`src/rtl/sfrm_ctl_slave.sv`:
```
module sfrm_ctl_slave (
  input  logic        clk,
  input  logic        rst_n,
  input  logic        fsync,
  input  logic        sdi,
  output logic        sdo,
  input  logic [11:0] aud_tx,
  input  logic        aud_tx_vld,
  input  logic [13:0] tel_tx,
  input  logic        tel_tx_vld,
  output logic [11:0] aud_rx,
  output logic        aud_rx_stb,
  output logic [13:0] tel_rx,
  output logic        tel_rx_stb
);
  localparam logic [6:0] IDLE = 7'd64;

  logic [6:0]        cnt, cur, idx;
  logic              act;
  logic [15:0]       sh, sh_nx, rd;
  logic [15:0][15:0] regs;
  logic [3:0]        addr;
  logic              wr, tflag, lbit;
  logic [11:0]       aud_hold, a_tx;
  logic [13:0]       t_tx;
  logic              a_v, t_v;
  logic [63:0]       ofr;
  logic              obit;

  assign idx   = fsync ? 7'd0 : cnt;
  assign act   = fsync | (cnt < IDLE);
  assign sh_nx = {sh[14:0], sdi};

  always_ff @(posedge clk or negedge rst_n) begin
    if (!rst_n) begin
      cnt <= IDLE; cur <= IDLE; sh <= '0; rd <= '0; regs <= '0;
      addr <= '0; wr <= 1'b0; tflag <= 1'b0; lbit <= 1'b0;
      aud_hold <= '0; a_tx <= '0; t_tx <= '0; a_v <= 1'b0; t_v <= 1'b0;
      aud_rx <= '0; aud_rx_stb <= 1'b0; tel_rx <= '0; tel_rx_stb <= 1'b0;
    end else begin
      aud_rx_stb <= 1'b0;
      tel_rx_stb <= 1'b0;
      if (act) begin
        cnt  <= idx + 7'd1;
        cur  <= idx;
        sh   <= sh_nx;
        lbit <= sdi;
        case (idx)
          7'd0: begin
            a_tx <= aud_tx; a_v <= aud_tx_vld;
            t_tx <= tel_tx; t_v <= tel_tx_vld;
            wr   <= 1'b0;
          end
          7'd11: aud_hold <= sh_nx[11:0];
          7'd20: addr <= sh_nx[3:0];
          7'd21: begin wr <= sdi; rd <= regs[addr]; end
          7'd30: if (sdi) begin aud_rx <= aud_hold; aud_rx_stb <= 1'b1; end
          7'd31: tflag <= sdi;
          7'd45: if (tflag) begin tel_rx <= sh_nx[13:0]; tel_rx_stb <= 1'b1; end
          7'd63: if (wr) regs[addr] <= sh_nx;
          default: ;
        endcase
      end else begin
        cur <= IDLE;
      end
    end
  end

  assign ofr  = {a_tx, 5'd0, 4'd0, 1'b0, 8'd0, a_v, t_v, t_tx, 2'd0, rd};
  assign obit = cur[6] ? 1'b0 :
                (cur >= 7'd17 && cur <= 7'd20) ? lbit :
                ofr[6'd63 - cur[5:0]];

  always_ff @(negedge clk or negedge rst_n) begin
    if (!rst_n) sdo <= 1'b0;
    else        sdo <= obit;
  end
endmodule

```
`config.mk`:
```
export PLATFORM = sky130hd
export DESIGN_NAME = sfrm_ctl_slave
export DESIGN_NICKNAME = d
export VERILOG_FILES = /design/src/rtl/sfrm_ctl_slave.sv
export SDC_FILE = /design/constraint.sdc
export NUM_CORES = 1
export LEC_CHECK = 0
export ABC_AREA = 1
export BUFFER_PORTS_ARGS = -buffer_cell sky130_fd_sc_hd__clkbuf_2
export CORE_MARGIN = 2
export CORE_UTILIZATION = 35
export CTS_CLUSTER_DIAMETER = 50
export CTS_CLUSTER_SIZE = 12
export DETAILED_ROUTE_END_ITERATION = 10
export PLACE_DENSITY_LB_ADDON = 0.15
export SYNTH_ARGS = -nofsm -noshare
export SYNTH_HDL_FRONTEND = slang
export SYNTH_SLANG_ARGS = --single-unit
```
`constraint.sdc`:
```
create_clock -name clk -period 5.3 [get_ports clk]
set_input_delay 0.795 -clock clk [delete_from_list [all_inputs] [get_ports clk]]
set_output_delay 0.795 -clock clk [all_outputs]
set_load 0.05 [all_outputs]
```
==> reports/results.tsv <==
metric	value	unit
outcome	complete, no violations	
Total Wirelength	45200	um
clock network fraction of design power	0.490	
die area	47500	um2
Switching Fraction	0.228	
Design Area, Final	18200	um2
Top Ports	61	
PD cells	351	nW/um2
initial core utilization	0.354	
core area	45300	um2
Slowest Stage Delay on Critical Path	0.39	ns
Layout fillers	4612	
DP Wirelength	26700	um
Cells after Synth	1832	
Non-Filler Instances	2457	
R2R depth	9	
Cell Int Power	4.93	mW
post_cts resized	0	
clock-pin slew on the worst setup and hold paths	0.06	ns
Cells after DPL	2390	
1st-iter DRT viols	989	
fin. max-slew vios	0	
Seq/Total Area, Yosys	0.587	
slew at the pin closest to its max-slew limit	1.01	ns
clk root buf	clkbuf_16	
kind of cell adding the most delay to the critical path	flip-flops	
max cap viols	0	
setup TNS	0	ns
Cell Area, Placed	16700	um2
Setup-failing EPs final	0	
FF+latch count, synth	376	
unrepaired setup endpoints after global routing	false	
DR DRC count	0	
Overall Global Routing Usage	0.195	
Syn Nets	1868	
post-DR wirelength/cell	18.4	um
Gate power share	0.045	
fraction of layout cells with a size suffix above 1	0.0932	
Skew-Pair Late Insertion Delay	0.58	ns
mux share of post-synthesis cell area	0	
worst reg-to-reg setup slack	0.74	ns
CTS max path bufs	3	
WL met2	20800	um
H-tree depth	2	
Via Count	12446	
num rows	78	
Synth Area in Compound Gates	0.151	
DR vias/cell	5.07	
Finished Core Util	0.402	
Post-CTS Hold Buffers	0	
first-pass GRT wire length	71700	um
largest family of logic cells by synthesized area	simple AND/OR/NAND/NOR gates	
yosys warns	0	
Critical-path top delay cell	dfrtn_1	
initial antenna violation count	0	
I/O Buffers	60	
synthesized-area fraction occupied by xor and xnor cells	0.00219	
maximum fanout along the worst path	1	
most frequent cells in the layout	nand2_1, dfrtp_1, o21ai_1	
metal1 wirelength	21500	um
cts bufs inserted	42	
leakage	8.65	nW
final hold violation count	0	
post-synthesis simple-gate area fraction	0.202	
Net count, final	1870	
drt pass-1 iters	5	
Setup CP Type	reg2out	
syn_area_per_cell	8.75	um2
switching pwr	1.46	mW
n_diodes	0	
number of global-route vias before repair	12035	
sequential group share of total power	0.465	
worst endpoint required time	4.51	ns
clock sinks	376	
largest net degree at the start of global routing	167	
post-CTS setup buffer count	0	
startpoint types	flip-flop	
highest metal used	met4	
WP depth	1	
worst hold-check path type	in2async	
Worst Path Arrival	3.87	ns
GRT Residual Overflow	0	
final hold slack	0.0701	ns
commonest non-fill, non-tap cell in the layout	nand2_1	
Vert. Die Dim	218	um
RePlAce Congestion	0.823	
Synth cell types	30	
met3 WL	2110	um
Routed Antenna Nets	0	
area grow syn2layout	13.5	%
Slew HR	0.323	
element type at the critical path end	output pin	
Clock Skew	0.0243	ns
Worst IR Drop VDD	278	uV
Synth Cell Area	16000	um2
TritonCTS clock tree	done	
worst-path cell chain	clkbuf_2	
adder-cell share of the synthesized area	0.00312	
Buf/Inv on CP	1	
Die Wd	218	um
## metal layers
layer	vias to the layer above	global-route usage
li1	6017	-
met1	6094	0.279
met2	278	0.308
met3	57	0.0272
met4	0	0.0544
met5	-	0
## power groups by stage
stage	sequential [mW]	clock (mW)	combinational, mW
3_5_place_dp	3.02	0	0.299
3_3_place_gp	3.02	0	0.296
4_1_cts	2.97	3.22	0.300
2_1_floorplan	3.02	0	0.164
6_report	2.97	3.13	0.290
5_1_grt	2.98	3.32	0.342
## stage by stage
stage	worst slack (ns)	power, mW
finish	0.633	6.39
global route	0.444	6.64
CTS	0.602	6.49
detailed placement	0.760	3.32
global placement	0.796	3.32
floorplan	1.20	3.18
## area by class of cell
class	count	area [um2]	share of cell area
clock buffers	51	1150	0.0630
clock inverters	16	308	0.0169
inverters	81	307	0.0168
multi-input cells	1249	5770	0.317
flip-flops and latches	376	9410	0.517
well taps	600	751	0.0413
repair buffers	84	503	0.0276
## worst register-to-register path: stages, from the launching register on
cell and delay [ns]:
dfrtp_1 0.35, buf_4 0.20, inv_1 0.49, nand2_1 0.20, o211ai_1 0.20, nand2_1 0.07
nand2_1 0.06, nor2_1 0.04, nor2_1 0.09, nor2_1 0.04
## registers in the layout, indices dropped and copies added, names as in the netlist
| register | flops |
|---|---|
| regs | 256 |
| rd | 16 |
| sh | 15 |
| t_tx | 14 |
| tel_rx | 14 |
| a_tx | 12 |
| aud_hold | 12 |
| aud_rx | 12 |
| cnt | 7 |
| cur | 7 |
| addr | 4 |
| a_v | 1 |
| aud_rx_stb | 1 |
| sdo | 1 |
| t_v | 1 |
| tel_rx_stb | 1 |
| tflag | 1 |
| wr | 1 |
## logic make-up after synthesis
| kind of cell | Yosys count |
|---|---|
| xor gates and xnor gates | 4 |
| and+or+nand+nor | 805 |
| buffers and inverters | 207 |
| adders and majority gates | 4 |
| AOI/OAI and AO/OA | 436 |
| DFF | 376 |
## cells in the mapped netlist (all sizes together)
master,count,area [um2]
a21oi,23,115
a22oi,96,721
buf,65,335
clkbuf,61,229
clkinv,2,7.51
dfrtn,1,25.0
dfrtp,373,9330
dfstp,2,52.6
ha,4,50.1
inv,79,299
nand2,629,2370
nand3,54,310
nand3b,1,7.51
nand4,20,140
nor2,98,388
nor3,3,15.0
o211ai,1,7.51
o21ai,315,1580
o41ai,1,8.76
xor2,4,35.0
## worst paths after layout
kind,from,end
max,sdo$_DFF_NN0_,sdo
min,rst_n,t_tx[13]$_DFFE_PN0P_
max reg2reg,cur[0]$_DFF_PN0_,sdo$_DFF_NN0_
min reg2reg,aud_hold[0]$_DFFE_PN0P_,aud_rx[0]$_DFFE_PN0P_
max in group asynchronous,rst_n,sdo$_DFF_NN0_
min in group clk,tel_tx[10],t_tx[10]$_DFFE_PN0P_
Power figures use the tool's default switching activity.
